`config.mk`:
```
export PLATFORM = sky130hd
export DESIGN_NAME = twk_engine
export DESIGN_NICKNAME = d
export VERILOG_FILES = /design/src/rtl/twk_pkg.sv /design/src/rtl/twk_ctrl.sv /design/src/rtl/twk_desc_addr.sv /design/src/rtl/twk_ra_merge.sv /design/src/rtl/twk_engine.sv
export SDC_FILE = /design/constraint.sdc
export NUM_CORES = 1
export LEC_CHECK = 0
export BUFFER_PORTS_ARGS = -buffer_cell sky130_fd_sc_hd__buf_4
export CAP_MARGIN = 40
export CORE_AREA = 2 2 125 127
export CTS_BUF_LIST = sky130_fd_sc_hd__clkbuf_8
export DETAILED_ROUTE_END_ITERATION = 8
export DIE_AREA = 0 0 127 129
export PLACE_DENSITY_LB_ADDON = 0.12
export REMOVE_ABC_BUFFERS = 1
export SETUP_SLACK_MARGIN = 0.02
export SLEW_MARGIN = 10
export SYNTH_ARGS = -nofsm -noshare
export SYNTH_HDL_FRONTEND = slang
export SYNTH_SLANG_ARGS = --single-unit
export TNS_END_PERCENT = 20
```
`constraint.sdc`:
```
create_clock -name clk -period 3.6 [get_ports clk]
set_input_delay 0.36 -clock clk [delete_from_list [all_inputs] [get_ports clk]]
set_output_delay 0.36 -clock clk [all_outputs]
set_load 0.1 [all_outputs]
```
`src/rtl/twk_pkg.sv`:
```
package twk_pkg;
   typedef enum logic [2:0] {
      S_IDLE, S_L1_REQ, S_L1_WAIT, S_L2_REQ, S_L2_WAIT, S_DONE, S_FAULT
   } twk_state_e;
   localparam int VLD_BIT  = 0;
   localparam int CODE_LSB = 1;
   localparam int CODE_W   = 2;
endpackage

```
`src/rtl/twk_ctrl.sv`:
```
module twk_ctrl
   import twk_pkg::*;
(
   input  logic clk,
   input  logic rst_n,
   input  logic start,
   input  logic rsp_valid,
   input  logic rsp_ok,
   output logic accept,
   output logic cap_l1,
   output logic cap_l2,
   output logic req,
   output logic sel_l2,
   output logic busy,
   output logic done,
   output logic fault,
   output logic fault_lvl
);
   twk_state_e st_q, st_d;
   logic       lvl_q, lvl_d;

   always_ff @(posedge clk) begin
      if (!rst_n) begin
         st_q  <= S_IDLE;
         lvl_q <= 1'b0;
      end else begin
         st_q  <= st_d;
         lvl_q <= lvl_d;
      end
   end

   always_comb begin
      st_d  = st_q;
      lvl_d = lvl_q;
      unique case (st_q)
         S_IDLE:    if (start) st_d = S_L1_REQ;
         S_L1_REQ:  st_d = S_L1_WAIT;
         S_L1_WAIT: if (rsp_valid) begin
                       if (rsp_ok) st_d = S_L2_REQ;
                       else begin st_d = S_FAULT; lvl_d = 1'b0; end
                    end
         S_L2_REQ:  st_d = S_L2_WAIT;
         S_L2_WAIT: if (rsp_valid) begin
                       if (rsp_ok) st_d = S_DONE;
                       else begin st_d = S_FAULT; lvl_d = 1'b1; end
                    end
         default:   st_d = S_IDLE;
      endcase
   end

   assign accept    = (st_q == S_IDLE) && start;
   assign cap_l1    = (st_q == S_L1_WAIT) && rsp_valid;
   assign cap_l2    = (st_q == S_L2_WAIT) && rsp_valid;
   assign req       = (st_q == S_L1_REQ) || (st_q == S_L2_REQ);
   assign sel_l2    = (st_q == S_L2_REQ) || (st_q == S_L2_WAIT);
   assign busy      = (st_q == S_L1_REQ) || (st_q == S_L1_WAIT) ||
                      (st_q == S_L2_REQ) || (st_q == S_L2_WAIT);
   assign done      = (st_q == S_DONE);
   assign fault     = (st_q == S_FAULT);
   assign fault_lvl = lvl_q;
endmodule

```
`src/rtl/twk_desc_addr.sv`:
```
module twk_desc_addr #(
   parameter int AW    = 32,
   parameter int IDX_N = 10,
   parameter int IDX_W = 12,
   parameter int L2I   = 10
) (
   input  logic          mode,
   input  logic          sel_l2,
   input  logic [AW-1:0] tb,
   input  logic [AW-1:0] ea,
   input  logic [AW-1:0] l1d,
   output logic [AW-1:0] addr
);
   localparam int HI_N = AW - 1 - IDX_N;
   localparam int HI_W = AW - 1 - IDX_W;

   logic [AW-1:0]  a1_n, a1_w, a2;
   logic [L2I-1:0] idx2;

   assign a1_n = {tb[AW-1:IDX_N+2], ea[AW-1 -: IDX_N], 2'b00};
   assign a1_w = {tb[AW-1:IDX_W+2], ea[AW-1 -: IDX_W], 2'b00};
   assign idx2 = mode ? ea[HI_N -: L2I] : ea[HI_W -: L2I];
   assign a2   = {l1d[AW-1:L2I+2], idx2, 2'b00};
   assign addr = sel_l2 ? a2 : (mode ? a1_n : a1_w);
endmodule

```
`src/rtl/twk_ra_merge.sv`:
```
module twk_ra_merge #(
   parameter int AW    = 32,
   parameter int OFF_N = 12,
   parameter int OFF_W = 10,
   parameter int LG1   = 14,
   parameter int LG2   = 19,
   parameter int LG3   = 23
) (
   input  logic          mode,
   input  logic [1:0]    code,
   input  logic [AW-1:0] page,
   input  logic [AW-1:0] ea,
   output logic [AW-1:0] ra
);
   logic [AW-1:0] msk [4];
   logic [AW-1:0] m;

   for (genvar k = 0; k < 4; k++) begin : g_sz
      if (k == 0) begin : g_base
         localparam logic [AW-1:0] MN = {{(AW-OFF_N){1'b0}}, {OFF_N{1'b1}}};
         localparam logic [AW-1:0] MW = {{(AW-OFF_W){1'b0}}, {OFF_W{1'b1}}};
         assign msk[k] = mode ? MN : MW;
      end else begin : g_large
         localparam int NB = (k == 1) ? LG1 : (k == 2) ? LG2 : LG3;
         localparam logic [AW-1:0] ML = {{(AW-NB){1'b0}}, {NB{1'b1}}};
         assign msk[k] = ML;
      end
   end

   assign m  = msk[code];
   assign ra = (page & ~m) | (ea & m);
endmodule

```
`src/rtl/twk_engine.sv`:
```
module twk_engine
   import twk_pkg::*;
#(
   parameter int AW       = 32,
   parameter int L1_IDX_N = 10,
   parameter int L1_IDX_W = 12,
   parameter int L2_IDX   = 10,
   parameter int LG1      = 14,
   parameter int LG2      = 19,
   parameter int LG3      = 23
) (
   input  logic          clk,
   input  logic          rst_n,
   input  logic          start,
   input  logic [AW-1:0] ea,
   input  logic [AW-1:0] tbase,
   input  logic          mode,
   output logic          busy,
   output logic          mem_req,
   output logic [AW-1:0] mem_addr,
   input  logic          rsp_valid,
   input  logic [AW-1:0] rsp_data,
   output logic          done,
   output logic          fault,
   output logic          fault_lvl,
   output logic [AW-1:0] real_addr,
   output logic [AW-1:0] l2_desc,
   output logic [1:0]    page_code
);
   localparam int OFF_N = AW - L1_IDX_N - L2_IDX;
   localparam int OFF_W = AW - L1_IDX_W - L2_IDX;

   if (L1_IDX_W <= L1_IDX_N) begin : g_chk_idx
      $error("wide level one index must exceed narrow index");
   end
   if (OFF_W < 3 || L2_IDX + 2 > OFF_W + L2_IDX) begin : g_chk_off
      $error("page offset too small for descriptor layout");
   end
   if (!(LG1 > OFF_N && LG2 > LG1 && LG3 > LG2 && LG3 < AW)) begin : g_chk_lg
      $error("large page sizes must be increasing and fit the address");
   end

   logic          accept, cap_l1, cap_l2, sel_l2;
   logic [AW-1:0] ea_q, tb_q, d1_q, d2_q;
   logic          mode_q;

   always_ff @(posedge clk) begin
      if (!rst_n) begin
         ea_q   <= '0;
         tb_q   <= '0;
         mode_q <= 1'b0;
         d1_q   <= '0;
         d2_q   <= '0;
      end else begin
         if (accept) begin
            ea_q   <= ea;
            tb_q   <= tbase;
            mode_q <= mode;
         end
         if (cap_l1) d1_q <= rsp_data;
         if (cap_l2) d2_q <= rsp_data;
      end
   end

   twk_ctrl u_ctrl (
      .clk(clk), .rst_n(rst_n), .start(start), .rsp_valid(rsp_valid),
      .rsp_ok(rsp_data[VLD_BIT]), .accept(accept), .cap_l1(cap_l1),
      .cap_l2(cap_l2), .req(mem_req), .sel_l2(sel_l2), .busy(busy),
      .done(done), .fault(fault), .fault_lvl(fault_lvl)
   );

   twk_desc_addr #(.AW(AW), .IDX_N(L1_IDX_N), .IDX_W(L1_IDX_W), .L2I(L2_IDX)) u_addr (
      .mode(mode_q), .sel_l2(sel_l2), .tb(tb_q), .ea(ea_q), .l1d(d1_q),
      .addr(mem_addr)
   );

   twk_ra_merge #(.AW(AW), .OFF_N(OFF_N), .OFF_W(OFF_W),
                  .LG1(LG1), .LG2(LG2), .LG3(LG3)) u_merge (
      .mode(mode_q), .code(d1_q[CODE_LSB +: CODE_W]), .page(d2_q),
      .ea(ea_q), .ra(real_addr)
   );

   assign l2_desc   = d2_q;
   assign page_code = d1_q[CODE_LSB +: CODE_W];
endmodule

```
Word-level counts from Yosys, hierarchy flattened
Cells that the tools add are included.

Output and inout bits: 103. Flip-flop bits (word level): 133. Bits in writable memories: 0. Bits in latches: 0. Memory bits (read-only): 0. Memories kept: 0.

Bitwise logic cells: 5. Eq/ne operators: 11. Add/subtract/negate cells: 0. Shifts and indexed selects: 0. Div/mod/pow operators: 0. Multipliers: 0. Reduce and logical (&&, ||, !) cells: 12. Magnitude comparators: 1. Multiplexer cells: 18.

Operators with widths (count): $mux W32 (3); $and A32 B32 Y32 (2); $bmux W32 S2 (1); $not A32 Y32 (1); $or A32 B32 Y32 (1); $pmux W3 S5 (1); $mux W14 (1); $mux W12 (1); $mux W3 (4); $mux W10 (1); $ne A2 B2 Y1 const B (5); $eq A3 B3 Y1 const B (3); $eq A3 B2 Y1 const B (2); $logic_or A1 B1 Y1 (5); $reduce_and A5 Y1 (1); $mux W1 (4); $eq A3 B1 Y1 const B (1); $ge A3 B3 Y1 const B (1); $logic_and A1 B1 Y1 (3); $logic_not A3 Y1 (1); $not A2 Y3 (1); $reduce_and A3 Y1 (1); $mux W2 (1); $pmux W1 S2 (1); $reduce_bool A2 Y1 (1).

Longest topological paths before layout
Gate-level depths: netlist of run 1.

Depth after elaboration: 7. Gate-level depth with buffers: 6.

Modules after synthesis
From an unflattened synthesis of run 1, not the netlist that was laid out.

Cell total of the unflattened synthesis: 535. Area, all modules: 6164.7 um^2.

Modules (own cells, without submodules): twk_engine (instances 1, cells an instance 418, area each 4956.0 um^2); twk_desc_addr (instances 1, cells an instance 42, area each 563.0 um^2); twk_ra_merge (instances 1, cells an instance 36, area each 326.6 um^2); twk_ctrl (instances 1, cells an instance 39, area each 319.1 um^2).

Least setup slack after synthesis of run 1
OpenSTA, ideal clock, no wires.

Path type: register -> output. Start point: register u_ctrl.st_q[0]. End point: output busy. Data arrival time: 2.118 ns. Slack: 1.122 ns. Stages on the path, launching flop included: 4. Buffers on the path: 1. Cells stage by stage: dfxtp_1 -> buf_6 -> nor2_1 -> xnor2_1.

Word-level cells in the longest chain between the ends: 4.

RTL lines: from (decl) (RTL line twk_ctrl.sv:19) `twk_state_e st_q, st_d;`; from (signal assigned) (RTL line twk_ctrl.sv:27) `st_q <= st_d;`; $eq A3 B1 Y1 or $eq A3 B2 Y1 (tied branches) (RTL line twk_ctrl.sv:56) `assign busy = (st_q == S_L1_REQ) || (st_q == S_L1_WAIT) ||`; $logic_or A1 B1 Y1 (2 in series) (RTL line twk_ctrl.sv:56); $logic_or A1 B1 Y1 * (RTL line twk_ctrl.sv:57) `(st_q == S_L2_REQ) || (st_q == S_L2_WAIT);`; to (decl) (RTL line twk_engine.sv:18) `output logic busy,`.

Mark *: on every way between the ends. The rest lies on a longest branch, timed or not.

Worst setup path after layout of run 1
Start point: register u_ctrl.st_q[1]. End point: output mem_addr[7].

Word-level cells in the longest chain between the ends: 3.

RTL lines: $eq A3 B2 Y1 or $eq A3 B3 Y1 (tied branches) (RTL line twk_ctrl.sv:55) `assign sel_l2 = (st_q == S_L2_REQ) || (st_q == S_L2_WAIT);`; $logic_or A1 B1 Y1 * (RTL line twk_ctrl.sv:55); $mux W32 * (RTL line twk_desc_addr.sv:24) `assign addr = sel_l2 ? a2 : (mode ? a1_n : a1_w);`; to (decl) (RTL line twk_engine.sv:20) `output logic [AW-1:0] mem_addr,`.

Marked as above.

==> out/results.tsv, run 1 <==
metric	value	unit
p_sw_share	42.1	%
gp_congestion	0.802	
whs_path_depth	3	
ys.flop_type	dfxtp_1	
worstMarginPinSlew	0.745	ns
crit_type	flop to output pin	
diodes	0	
arrival	2.72	ns
grt_setup_unrepaired	no	
cts_hold_buffers	0	
crit_slowest_cell	dfxtp_1	
ant_nets	0	
initial_core_util	36.3	%
whs	0.201	ns
num_vias	4356	
p_int	2.04	mW
power_density	502	nW/um^2
worstPathMaxFanout	15	
cts-resized-gates	0	
final_layout_size_suffix_gt1_share	47.7	%
hold_path_class	primary input to flop	
numCtsBuffers	9	
synth-async-reset-ratio	0	%
critPathLaunchType	flop	
pre_cts_ws	0.926	ns
dr.pass1.iters	5	
cts.sinks	111	
final_cell_mix	buf_4, nand2_1, dfxtp_1, a21boi_1	
skew	0.0112	ns
p_leak	2.89	nW
drt_iter0_markers	190	
post-route-drc-count	0	
required	3.24	ns
syn_avg_cell_area	9.43	sq um
grt_pass1_vias	4325	
grt_usage	17.5	%
num_rows	45	
port_buffers	189	
critPathCaptureType	output pin	
grt_antenna_before_repair	0	
reg2reg_depth	4	
p_comb_share	38.6	%
seqPwrFrac	40.1	%
ctsRootBufferMaster	clkbuf_8	
peakVddDrop	0.259	mV
final_net_count	824	
ys_seq_elements	111	
grt.overflow.total	0	
min_period_over_period	85.5	%
p_switching	1.49	mW
netlist_area	5440	sq um
tns	0	ns
synth_warnings	0	
status	finished clean	
grt_pass1_wl	22.6	mm
tritoncts	built	
ctsHtreeMaxLevel	3	
cts_setup_buffers	0	
syn_inst	577	
post-route-util	46.9	%
maxCapViolCount	0	
setup_viol	0	
synth_cell_types	33	
slew_headroom	50.3	%
dpl.cell_count	899	
grt_max_degree	68	
max_freq	325	MHz
p_clk_share	21.4	%
fill_cells	1471	
fp.dieH	129	um
cpPeakStageDelay	0.72	ns
synth_edf_count	0	
finalHoldViolCount	0	
coreArea	15000	sq um
ios	204	
cts_buffer_depth	2	
area_growth	29.1	%
fin_crit	3.08	ns
wl_per_cell	15.7	um
clk_latency	0.39	ns
dp_hpwl	10.2	mm
worst_slack	0.521	ns
clkTransAtPathRegs	0.11	ns
die-area	16400	sq um
slew_viol_final	0	
final_common_cell	buf_4	
via_per_inst	4.76	
die_w	127	um
path_cells	nor2b_1 > o2bb2ai_4 > buf_16 > mux4_2 > buf_4	
ys_seq_area_share	40.8	%
totalWireLength	14.3	mm
final_cells	916	
## routing by layer
metal / global-route usage [%] / vias to the layer above / routed length (um)
li1: - / 2177 / -
met1: 22.6 / 2043 / 6540
met2: 29.1 / 123 / 6770
met3: 3.58 / 13 / 806
met4: 6.59 / 0 / 225
met5: 0 / - / 0
## critical path: cells and delay by family, from the launching register on
family                 cells  cell delay (ns)
muxes                      1             0.51
DFF                        1             0.72
and+or+nand+nor            1             0.34
buffers and inverters      2             0.47
AOI/OAI and AO/OA          1             0.28
## cell families (layout without fill, tap and decap cells)
kind of cell,Yosys count,after routing,share of synthesized area (%)
xor gates and xnor gates,2,2,0.322
buffers and inverters,68,218,7.93
DFF,111,111,40.8
adders and majority gates,1,1,0.184
muxes,46,46,11.6
and+or+nand+nor,234,234,20.0
other,1,2,0.0689
AOI/OAI and AO/OA,114,114,19.1
## final timing paths
| path | startpoint | endpoint | slack, ns |
|---|---|---|---|
| setup / recovery | u_ctrl.st_q[1] | mem_addr[7] | 0.52 |
| hold / removal | ea[3] | ea_q[3] | 0.20 |
| setup reg to reg | u_ctrl.st_q[0] | ea_q[27] | 1.38 |
| hold reg to reg | d1_q[28] | d1_q[28] | 0.46 |
## synth_stat cells (2+ instances only)
| cell | number | area, sq um |
|---|---|---|
| inv_1 | 2 | 7.51 |
| xnor2_1 | 2 | 17.5 |
| nand2b_1 | 2 | 12.5 |
| dfxtp_1 | 111 | 2220 |
| mux4_2 | 10 | 225 |
| a21boi_1 | 58 | 435 |
| clkbuf_1 | 23 | 86.3 |
| nand2_1 | 166 | 623 |
| buf_6 | 10 | 113 |
| o21ai_0 | 3 | 15.0 |
| nor4bb_1 | 2 | 20.0 |
| mux2_1 | 20 | 225 |
| a21boi_2 | 50 | 563 |
| nor2b_1 | 2 | 12.5 |
| nor2_1 | 3 | 11.3 |
| buf_2 | 9 | 45.0 |
| buf_4 | 24 | 180 |
| nand2_2 | 50 | 313 |
| mux2_2 | 15 | 169 |
| nand4bb_1 | 2 | 22.5 |
## final cells by class
type	count	area (sq um)	share of cell area, %
Sequential cell	111	2220	31.6
Multi-Input combinational cell	399	2830	40.2
Tap cell	188	235	3.35
Clock buffer	13	179	2.55
Clock inverter	3	15.0	0.214
Inverter	2	7.51	0.107
Timing Repair Buffer	200	1550	22.0
## state kept, by name, indices dropped and copies added (netlist names)
register	cells
u_ctrl.st_q	3
mode_q	1
l2_desc	32
tb_q	20
ea_q	32
u_ctrl.fault_lvl	1
d1_q	22
## metrics by stage
stage          cell area (sq um)  total power, mW
2_1_floorplan               5020             2.44
3_3_place_gp                6770             2.79
3_5_place_dp                6820             2.82
4_1_cts                     7020             3.58
5_1_grt                     7030             3.70
6_report                    7030             3.53
## power groups by stage
stage	registers (mW)	clock network (mW)	logic (mW)
floorplan	1.59	0	0.854
global placement	1.44	0	1.35
detailed placement	1.44	0	1.37
CTS	1.41	0.786	1.38
global route	1.43	0.838	1.43
finish	1.41	0.754	1.36
No activity file was read; power rests on OpenSTA's default activity.
==> run 2, diff against run 1 <==
--- a/config.mk
+++ b/config.mk
@@ -6,12 +6,12 @@
 export NUM_CORES = 1
 export LEC_CHECK = 0
 export BUFFER_PORTS_ARGS = -buffer_cell sky130_fd_sc_hd__buf_4
-export CAP_MARGIN = 40
+export CAP_MARGIN = 20
 export CORE_AREA = 2 2 125 127
 export CTS_BUF_LIST = sky130_fd_sc_hd__clkbuf_8
 export DETAILED_ROUTE_END_ITERATION = 8
 export DIE_AREA = 0 0 127 129
-export PLACE_DENSITY_LB_ADDON = 0.12
+export PLACE_DENSITY = 0.72
 export REMOVE_ABC_BUFFERS = 1
 export SETUP_SLACK_MARGIN = 0.02
 export SLEW_MARGIN = 10
==> constraint.sdc (replaced) <==
create_clock -name clk -period 3.6 [get_ports clk]
set_input_delay 0 -clock clk [delete_from_list [all_inputs] [get_ports clk]]
set_output_delay 0 -clock clk [all_outputs]
set_load 0.1 [all_outputs]
==> out/results.tsv, run 2 (synthesized netlist as in run 1, its figures left out) <==
metric	value	unit	change
grt_pass1_vias	4704		+8.8%
worstMarginPinSlew	0.935	ns	+0.190 ns
required	3.60	ns	+0.36 ns
arrival	2.91	ns	+0.19 ns
grt.overflow.total	0		unchanged
reg2reg_slack	1.40	ns	+0.02 ns
grt_pass1_wl	24.3	mm	+7.4%
area_growth	43.6	%	
coreArea	15000	sq um	unchanged
final_cells	998		+9.0%
r2r-end	ea_q[21]		
setup_viol	0		unchanged
grt_setup_unrepaired	no		
wl_per_cell	15.3	um	-2.4%
totalWireLength	15.2	mm	+6.3%
post-route-drc-count	0		unchanged
maxCapViolCount	0		unchanged
cpPeakStageDelay	0.78	ns	+0.06 ns
final_cell_mix	buf_4, nand2_1, dfxtp_1, dlygate4sd3_1, a21boi_1		
clkTransAtPathRegs	0.11	ns	about the same
cts_buffer_depth	2		unchanged
skew	0.00894	ns	-0.00227 ns
crit_family	compound AO/OA/AOI/OAI gates		
critPathCaptureType	output pin		
dpl.cell_count	897		-0.22%
grt_usage	18.8	%	+1.3 points
fill_cells	1366		-7.1%
finalHoldViolCount	0		unchanged
max_freq	344	MHz	+5.8%
min_from	start		
critPathLaunchType	flop		
cts-resized-gates	0		unchanged
ios	204		unchanged
dp_hpwl	9.51	mm	-6.7%
ctsRootBufferMaster	clkbuf_8		
num_rows	45		unchanged
drt_iter0_markers	247		+30%
peakVddDrop	0.377	mV	+45%
grt_max_degree	112		+65%
tritoncts	built		
final_common_cell	buf_4		
status	finished clean		
dr.pass1.iters	4		-1
crit_type	flop to output pin		
reg2reg_depth	4		unchanged
via_per_inst	4.74		-0.34%
reg2reg_from	u_ctrl.st_q[0]		
worstPathMaxFanout	22		+7
p_leak	3.21	nW	+11%
whs_path_depth	4		+1
cts.sinks	111		unchanged
grt_antenna_before_repair	0		unchanged
die_w	127	um	unchanged
die-area	16400	sq um	unchanged
gp_congestion	0.711		-11%
cpMostUsedCell	buf_4		
crit_slowest_cell	o2bb2ai_4		
numCtsBuffers	9		unchanged
tns	0	ns	unchanged
diodes	0		unchanged
hold_path_class	primary input to flop		
fp.dieH	129	um	unchanged
critPathBufInv	2		unchanged
path_cells	nand2b_1 > o2bb2ai_4 > buf_4 > mux2_1 > buf_4		
final_net_count	906		+10%
num_vias	4730		+8.6%
min_period_over_period	80.8	%	-4.7 points
initial_core_util	36.3	%	unchanged
worstHoldEndpoint	u_ctrl.st_q[0]		
ctsHtreeMaxLevel	3		unchanged
fin_crit	2.91	ns	-0.169 ns
power_density	463	nW/um^2	-7.8%
ant_nets	0		unchanged
clk_latency	0.38	ns	about the same
slew_viol_final	0		unchanged
final_layout_size_suffix_gt1_share	42.3	%	-5.3 points
port_buffers	189		unchanged
slew_headroom	37.7	%	-13 points
==> run 2: cell count changes in the layout (fill, tap and decap cells not counted), moves of 2 or more <==
| cell | change |
|---|---|
| inv_6 | +2 |
| clkbuf_8 | -4 |
| dlygate4sd3_1 | +85 |
| clkinv_2 | -2 |
| buf_16 | -2 |
==> run 2: per-stage QoR <==
step                hold slack (ns)  setup WS (ns)  instance area [sq um]  power (mW)  utilization, %
floorplan                     0.122          0.349                   5020        2.44               -
global placement              0.247           1.10                   6770        2.80            45.2
detailed placement            0.252           1.07                   6770        2.80            45.2
CTS                          0.0556          0.608                   7820        3.66            52.2
global route                 0.0769          0.469                   7820        3.79            52.2
finish                       0.0841          0.690                   7820        3.62            52.2
==> run 2: report_power, final <==
part           total (mW)  internal, mW  switching [mW]
clock               0.773         0.325           0.448
sequential           1.41          1.32          0.0906
combinational        1.43         0.444           0.989
==> run 2: layout make-up <==
type                    count  area (sq um)  share of cell area, %
clock buffers               9           124                   1.58
clock inverters             7          72.6                  0.928
inverters                   2          7.51                 0.0960
multi-input cells         399          2830                   36.1
flip-flops and latches    111          2220                   28.4
well taps                 188           235                   3.01
repair buffers            282          2330                   29.8
==> run 2: worst register-to-register path, stage by stage (launching register included) <==
cell and delay, ns:
dfxtp_1 0.50, or4b_2 1.00, buf_4 0.39, nand2_1 0.15, a21boi_2 0.06
==> run 2: worst max-delay path by stage <==
stage	start	end	slack (ns)	cells past startpoint
4_1_cts	u_ctrl.st_q[2]	mem_addr[25]	0.61	5
3_3_place_gp	u_ctrl.st_q[2]	mem_addr[25]	1.10	5
2_1_floorplan	u_ctrl.st_q[2]	l2_desc[23]	0.35	3
6_report	u_ctrl.st_q[2]	mem_addr[25]	0.69	5
3_5_place_dp	u_ctrl.st_q[2]	mem_addr[25]	1.07	5
5_1_grt	u_ctrl.st_q[2]	mem_addr[25]	0.47	5
==> run 2: routing by layer <==
layer / up-vias / global-route usage (%) / wire, um
met1: 2229 / 23.6 / 6610
met3: 26 / 2.79 / 710
met4: 0 / 7.69 / 352
met2: 142 / 32.4 / 7570
met5: - / 0 / 0
li1: 2333 / - / -
==> run 2: timing repair <==
item,CTS,global route
endpoints found under the hold margin,110,0
hold buffers,85,0
setup buffers,0,0
